## src/rtl/rxf_pkg.sv

```systemverilog
package rxf_pkg;
  localparam int unsigned RXF_DEPTH = 24;
  localparam int unsigned RXF_DW    = 8;

  typedef enum logic [1:0] {
    BAND_LOW = 2'b00,
    BAND_Q1  = 2'b01,
    BAND_Q2  = 2'b10,
    BAND_Q3  = 2'b11
  } band_e;
endpackage

```

## src/rtl/rxf_storage.sv

```systemverilog
module rxf_storage #(
  parameter int DEPTH = 24,
  parameter int DW    = 8,
  parameter int CW    = $clog2(DEPTH + 1)
) (
  input  logic          clk,
  input  logic          rst_n,
  input  logic          push,
  input  logic          pop,
  input  logic [DW-1:0] wdata,
  output logic [DW-1:0] rdata,
  output logic [CW-1:0] count
);
  localparam int AW = (DEPTH > 1) ? $clog2(DEPTH) : 1;
  localparam logic [AW-1:0] LAST = AW'(DEPTH - 1);

  logic [DW-1:0] mem [DEPTH];
  logic [AW-1:0] wr_ptr, rd_ptr;

  always_ff @(posedge clk) begin
    if (push) mem[wr_ptr] <= wdata;
  end

  always_ff @(posedge clk) begin
    if (!rst_n) begin
      wr_ptr <= '0;
      rd_ptr <= '0;
      count  <= '0;
    end else begin
      if (push) wr_ptr <= (wr_ptr == LAST) ? '0 : wr_ptr + 1'b1;
      if (pop)  rd_ptr <= (rd_ptr == LAST) ? '0 : rd_ptr + 1'b1;
      case ({push, pop})
        2'b10:   count <= count + 1'b1;
        2'b01:   count <= count - 1'b1;
        default: count <= count;
      endcase
    end
  end

  assign rdata = mem[rd_ptr];
endmodule

```

## src/rtl/rxf_level.sv

```systemverilog
module rxf_level #(
  parameter int DEPTH = 24,
  parameter int CW    = $clog2(DEPTH + 1)
) (
  input  logic          clk,
  input  logic          rst_n,
  input  logic          cfg_wr,
  input  logic [1:0]    cfg_thr,
  input  logic [CW-1:0] count,
  output logic [1:0]    band,
  output logic          irq
);
  import rxf_pkg::*;
  localparam int QTR = DEPTH / 4;

  logic [1:0]    thr_q;
  logic [CW-1:0] thr_cnt;
  band_e         band_c;

  always_ff @(posedge clk) begin
    if (!rst_n)      thr_q <= 2'b00;
    else if (cfg_wr) thr_q <= cfg_thr;
  end

  always_comb begin
    band_c = BAND_LOW;
    for (int k = 1; k < 4; k++) begin
      if (count >= CW'(k * QTR)) band_c = band_e'(k[1:0]);
    end
  end

  assign thr_cnt = CW'(int'(thr_q) * QTR);
  assign band    = band_c;
  assign irq     = (thr_q != 2'b00) && (count >= thr_cnt);
endmodule

```

## src/rtl/rx_level_fifo.sv

```systemverilog
module rx_level_fifo #(
  parameter int DEPTH = rxf_pkg::RXF_DEPTH,
  parameter int DW    = rxf_pkg::RXF_DW,
  parameter int CW    = $clog2(DEPTH + 1)
) (
  input  logic          clk,
  input  logic          rst_n,
  input  logic          in_valid,
  input  logic [DW-1:0] in_data,
  output logic          in_ready,
  output logic          out_valid,
  output logic [DW-1:0] out_data,
  input  logic          out_ready,
  input  logic          cfg_wr,
  input  logic [1:0]    cfg_thr,
  input  logic          err_clr,
  output logic [CW+2:0] stat_rdata,
  output logic [1:0]    gen_status,
  output logic          level_irq
);
  logic [CW-1:0] count;
  logic [1:0]    band;
  logic          full, push, pop, drop, ovr_q;

  assign full      = (count == CW'(DEPTH));
  assign out_valid = (count != '0);
  assign pop       = out_valid && out_ready;
  assign in_ready  = !full || pop;
  assign push      = in_valid && in_ready;
  assign drop      = in_valid && !in_ready;

  rxf_storage #(.DEPTH(DEPTH), .DW(DW), .CW(CW)) u_store (
    .clk(clk), .rst_n(rst_n), .push(push), .pop(pop),
    .wdata(in_data), .rdata(out_data), .count(count)
  );

  rxf_level #(.DEPTH(DEPTH), .CW(CW)) u_level (
    .clk(clk), .rst_n(rst_n), .cfg_wr(cfg_wr), .cfg_thr(cfg_thr),
    .count(count), .band(band), .irq(level_irq)
  );

  always_ff @(posedge clk) begin
    if (!rst_n)       ovr_q <= 1'b0;
    else if (drop)    ovr_q <= 1'b1;
    else if (err_clr) ovr_q <= 1'b0;
  end

  assign stat_rdata = {band, full, count};
  assign gen_status = {ovr_q, full};
endmodule

```

## config.mk

```make
export PLATFORM = sky130hd
export DESIGN_NAME = rx_level_fifo
export DESIGN_NICKNAME = d
export VERILOG_FILES = /design/src/rtl/rxf_pkg.sv /design/src/rtl/rxf_storage.sv /design/src/rtl/rxf_level.sv /design/src/rtl/rx_level_fifo.sv
export SDC_FILE = /design/constraint.sdc
export NUM_CORES = 1
export LEC_CHECK = 0
export ABC_AREA = 1
export BUFFER_PORTS_ARGS = -buffer_cell sky130_fd_sc_hd__buf_4
export CAP_MARGIN = 25
export CORE_ASPECT_RATIO = 0.6
export CORE_MARGIN = 2
export CORE_UTILIZATION = 50
export DETAILED_ROUTE_END_ITERATION = 6
export GPL_ROUTABILITY_DRIVEN = 0
export PLACE_DENSITY = 0.77
export SETUP_SLACK_MARGIN = 0.02
export SYNTH_ARGS = -nofsm -noshare
export SYNTH_HDL_FRONTEND = slang
export SYNTH_HIERARCHICAL = 1
export SYNTH_SLANG_ARGS = --single-unit
```

## constraint.sdc

```tcl
create_clock -name clk -period 2.7 [get_ports clk]
set_input_delay 0.27 -clock clk [delete_from_list [all_inputs] [get_ports clk]]
set_output_delay 0.27 -clock clk [all_outputs]
set_load 0.05 [all_outputs]
```

Yosys cells after proc, flatten, opt, wreduce, memory -nomap -nowiden
Memory sizes are Yosys's and may differ from the RTL's. A register that Yosys moved wholly into a read port is not among the register bits. Index checks and enable logic that the tools add are counted. W data, S select, Z words.

Multiply operators: 1. Reduce and logical (&&, ||, !) cells: 11. Multiplexer cells: 12. Magnitude comparators: 4. Eq/ne operators: 5. $add $sub $neg: 4.

Operators by type and width (count): $mux W5 (4); $add A5 B1 Y5 const B (3); $eq A5 B5 Y1 const B (3); $pmux W5 S2 (1); $reduce_bool A2 Y1 (3); $ge A5 B3 Y1 const B (1); $ge A5 B4 Y1 const B (1); $ge A5 B5 Y1 (1); $ge A5 B5 Y1 const B (1); $mux W1 (5); $reduce_bool A5 Y1 (1); $sub A5 B1 Y5 const B (1); $logic_and A1 B1 Y1 (4); $mul A2 B2 Y4 const B (1); $mux W2 (2); $eq A2 B1 Y1 const B (1); $eq A2 B2 Y1 const B (1); $logic_not A1 Y1 (2); $logic_or A1 B1 Y1 (1).

Flip-flop bits (word level): 18. Memories: 1. Output and inout port bits: 21. Memory bits (writable): 192.

Memory list: u_store.mem (words 24, bits a word 8, read ports 1, clocked after memory_dff 1, write ports 1, RTL line rxf_storage.sv:17) `logic [DW-1:0] mem [DEPTH];`.

Longest topological paths before layout
Depth after elaboration: 6. Mapped depth: 17.

Hierarchy
Netlist, hierarchy kept.

By module, submodules not included: rxf_storage (cells an instance 871, times used 1, seq. area each 6165.9 um2, area an instance 9110.0 um2); rxf_level (cells an instance 39, times used 1, seq. area each 40.0 um2, area an instance 252.7 um2); rx_level_fifo (cells an instance 23, times used 1, seq. area each 20.0 um2, area an instance 140.1 um2).

Worst setup path before layout
Ideal clock, no wire load.

Kind: register to register. Start: reg u_store.count[2]. End: reg u_store.count[4]. Path slack: -52 ps. Cell stages (with the launch flop): 17. Path buffers: 0. Data required time: 2591 ps. Library setup time: 109 ps. Data arrival time: 2644 ps. Path through: dfxtp_1 -> inv_1 -> nand3_1 -> nand2_1 -> inv_1 -> ha_1 -> nand2_1 -> inv_1 -> nor2_1 -> ha_1 -> a21o_1 -> nand3_1 -> nand2_1 -> nand2_1 -> nand3_1 -> nand2_1 -> inv_1.

Cells in the longest elaborated chain, start to end: 6. Elaborated cells between the ends (all ways): 12. Those cells by class: add/sub: 2; eq/ne: 3; mux: 1; reduce/logical: 6.

Ends and longest elaborated chain: start: declaration (RTL line rxf_storage.sv:12) `output logic [CW-1:0] count`; start signal: assignment (RTL line rxf_storage.sv:33) `2'b10: count <= count + 1'b1;`; start signal: assignment (RTL line rxf_storage.sv:34) `2'b01: count <= count - 1'b1;`; start signal: assignment (RTL line rxf_storage.sv:35) `default: count <= count;`; $reduce_bool A5 Y1 * (RTL line rx_level_fifo.sv:26) `assign out_valid = (count != '0);`; via out_valid (RTL line rx_level_fifo.sv:11) `output logic out_valid,`; $logic_and A1 B1 Y1 * (RTL line rx_level_fifo.sv:27) `assign pop = out_valid && out_ready;`; via pop (RTL line rx_level_fifo.sv:23) `logic full, push, pop, drop, ovr_q;`; $logic_or A1 B1 Y1 (RTL line rx_level_fifo.sv:28) `assign in_ready = !full || pop;`; $logic_and A1 B1 Y1 (RTL line rx_level_fifo.sv:29) `assign push = in_valid && in_ready;`; $eq A2 B1 Y1 / $eq A2 B2 Y1 (equally long branches) (RTL line rxf_storage.sv:32) `case ({push, pop})`; $pmux W5 S2 / $reduce_bool A2 Y1 (equally long branches).

Mark *: on every way through the listed nets, which the timed path passes. The rest lies on a longest branch. A chain may end at the register's enable or synchronous reset.

==> key figures <==
Run status
  • Outcome: finished, final reports clean

STA
  • Fin Clk Skew: 0.0183 ns
  • Setup TNS: 0 ns
  • Final worst-path cycle share: 0.942
  • Final Hold Fails: 0
  • Tightest Pin Transition: 0.845 ns
  • Slew Limit Fails: 0
  • Max-slew headroom: 0.435
  • Min cycle time layout: 2.54 ns
  • Fmax: 393 MHz
  • RSZ-0062 raised after global routing: no
  • Final setup fails: 0

Pwr
  • Sequential power share: 0.414
  • P_sw: 3.15 mW
  • Lkg Pwr: 4.36 nW
  • Tot Pwr: 9.22 mW
  • Gate power share: 0.278
  • Max IR drop VDD: 0.476 mV
  • Sw Ratio: 0.341
  • Internal: 6.07 mW
  • Power Density: 866 nW/um2
  • Clock Power Share: 0.307

Die
  • Die ar.: 20200 um2
  • Site Rows: 38
  • Core area: 18400 um2
  • Width of the die: 182 um
  • Height of the chip: 111 um
  • Ports: 37
  • Initial Util: 0.518

Clocking
  • Clk Latency, worst-skew pair: 0.50 ns
  • CTS Root Buffer Type: clkbuf_16
  • H-tree Lvls: 1
  • Postcts setup bufs: 0
  • CTS Buf Count: 21
  • Clock slew at reported path FFs: 0.06 ns
  • CTS tree: yes
  • CTS Sinks: 215
  • Max clock buf depth: 3

Cells and area
  • N_diodes: 0
  • P&R area growth vs syn: 12.0%
  • # fillers: 1532
  • Fin nets: 999
  • Share of layout cells above drive strength 1: 0.0988

Yosys
  • Syn Nets: 964
  • Fraction of registers with async set/reset: 0
  • Post-synth top flop: edfxtp_1
  • Unique masters post-synth: 28
  • Synth Warn #: 6
  • Top-area cell type share of the netlist area: 0.607
  • Flops & latches, synth: 215
  • Register area share after synthesis: 0.655
  • Mapped Cells: 933
  • Synth area leaders: edfxtp_1, nand2_1, nand3_1
  • Leading area contributor after synthesis: edfxtp_1
  • Average footprint of a synthesized cell: 10.2 um2
  • Mapped Area: 9500 um2
  • Synth top cells by count: nand2_1, edfxtp_1, inv_1
  • Top-count cell post-synth: nand2_1
  • Post-synth EDFFs: 192

Worst hold path
  • Hold path depth: 4
  • HP Class: in2reg
  • Worst hold endpoint: ovr_q
  • Min-delay src: err_clr

Drt
  • Post-Route WL: 21300 um
  • Remaining routing DRC violations: 0
  • Drt first pass iters: 6
  • ANT nets after route: 0
  • Via density: 5.39
  • Via Count: 6582
  • DR WL/cell: 17.4 um
  • DRT iter0 DRCs: 881

Setup path
  • Flop2flop setup slack: 0.34 ns
  • Critical Path RT: 2.43 ns
  • Setup CP Type: reg2out
  • CP endpoint kind: output port
  • Crit path largest cell delay: 0.36 ns
  • R2r worst-path depth: 17
  • Crit Reg-Reg Startpoint: u_store/count[1]
  • Worst setup SP type: register
  • Cells along the critical path: inv_2 -> buf_12 -> nand3_1 -> nand3_1 -> nand3_1 -> nand2_1 -> nand2_1 -> nand2_1 -> buf_4
  • Critical path arrival: 2.27 ns
  • Worst-path fanout max: 25
  • R2R Path End: u_store/count[4]
  • Slowest CP cell: inv_2

Place
  • I/O Buffers: 36
  • Post-DP HPWL: 13000 um

Global routing
  • Via count of the first global-routing pass: 6090
  • GRT overflow: 0
  • First-pass GRT wire length: 33500 um
  • Total Routing Usage GR: 0.213
  • Largest net degree at the start of global routing: 97
  • Initial antenna violation count: 0

Job
  • MaxCap Viol Count: 0
==> area by class of cell <==
cell class | count | area (um2) | area share
Tap cell | 240 | 300 | 0.0282
Multi-Input combinational cell | 535 | 2480 | 0.233
Timing Repair Buffer | 53 | 439 | 0.0413
Sequential cell | 215 | 6230 | 0.585
Clock inverter | 12 | 114 | 0.0107
Clock buffer | 25 | 541 | 0.0508
Inverter | 142 | 537 | 0.0504
==> power groups by stage <==
stage | clock network [mW] | logic, mW | registers, mW
after CTS | 2.87 | 2.54 | 3.82
after floorplan | 0 | 1.76 | 3.97
final | 2.83 | 2.57 | 3.82
after detailed placement | 0 | 2.52 | 3.89
after global routing | 3.00 | 2.79 | 3.83
after global placement | 0 | 2.50 | 3.88
==> cells by family after synthesis <==
family,after synthesis,share of synthesized area
simple gates,441,0.193
flops,215,0.655
buf+inv,183,0.0833
compound gates,75,0.0450
fa+ha+maj,15,0.0197
xor+xnor,4,0.00369
==> critical path: cells and delay by family, from the launching register on <==
| family | cells | cell delay (ns) |
|---|---|---|
| DFF | 1 | 0.33 |
| buffers and inverters | 3 | 0.79 |
| and+or+nand+nor | 6 | 0.65 |
==> what timing repair did <==
action                                  4_1_cts  5_1_grt
gates resized for setup                       0        2
hold buffers                                  0        0
endpoints found under the setup margin        0        2
==> flip-flops by register name (all words and copies together), names as in the netlist, named ones only <==
name	flops
ovr_q	1
u_level/thr_q	2
u_store/count	5
u_store/mem	192
u_store/rd_ptr	5
u_store/wr_ptr	5
==> cell usage in the layout, fill, tap and decap left out, drive strengths merged <==
cell type	instances
edfxtp	192
dfxtp	23
clkinvlp	1
clkbuf	25
nand4	2
nor2	96
clkinv	9
buf	53
xor2	4
or2	1
inv	142
bufinv	2
a211oi	1
o21ai	43
o211ai	16
ha	15
nor3	6
nand3	117
a21o	1
a21oi	14
nand2	219
==> worst max-delay path by stage <==
| stage | startpoint | to | slack (ns) | cells after the start |
|---|---|---|---|---|
| after detailed placement | u_store/count[1] | u_store/count[4] | 0.36 | 17 |
| after floorplan | u_store/count[1] | u_store/count[4] | 0.03 | 16 |
| after global routing | register | out_data[3] | 0.02 | 9 |
| after CTS | register | out_data[0] | 0.13 | 8 |
| final | register | out_data[3] | 0.16 | 9 |
| after global placement | u_store/count[1] | u_store/count[4] | 0.45 | 17 |
==> layer usage <==
layer / up-vias / share of wire / GRT usage
li1: 3139 / - / -
met1: 3117 / 0.48 / 0.337
met2: 292 / 0.43 / 0.312
met3: 34 / 0.079 / 0.0332
met4: 0 / 0.015 / 0.0392
met5: - / 0 / 0
==> per-stage QoR <==
step	hold WS, ns	setup WS [ns]	utilization	std cells	area, um2
final	0.0362	0.158	0.580	1222	10600
after CTS	0.0269	0.127	0.580	1222	10600
after global placement	0.468	0.452	0.544	1185	9980
after detailed placement	0.476	0.364	0.544	1185	9980
after floorplan	0.369	0.0256	-	933	9510
after global routing	0.0285	0.0244	0.580	1222	10600
(Power assumes the default switching activity.)
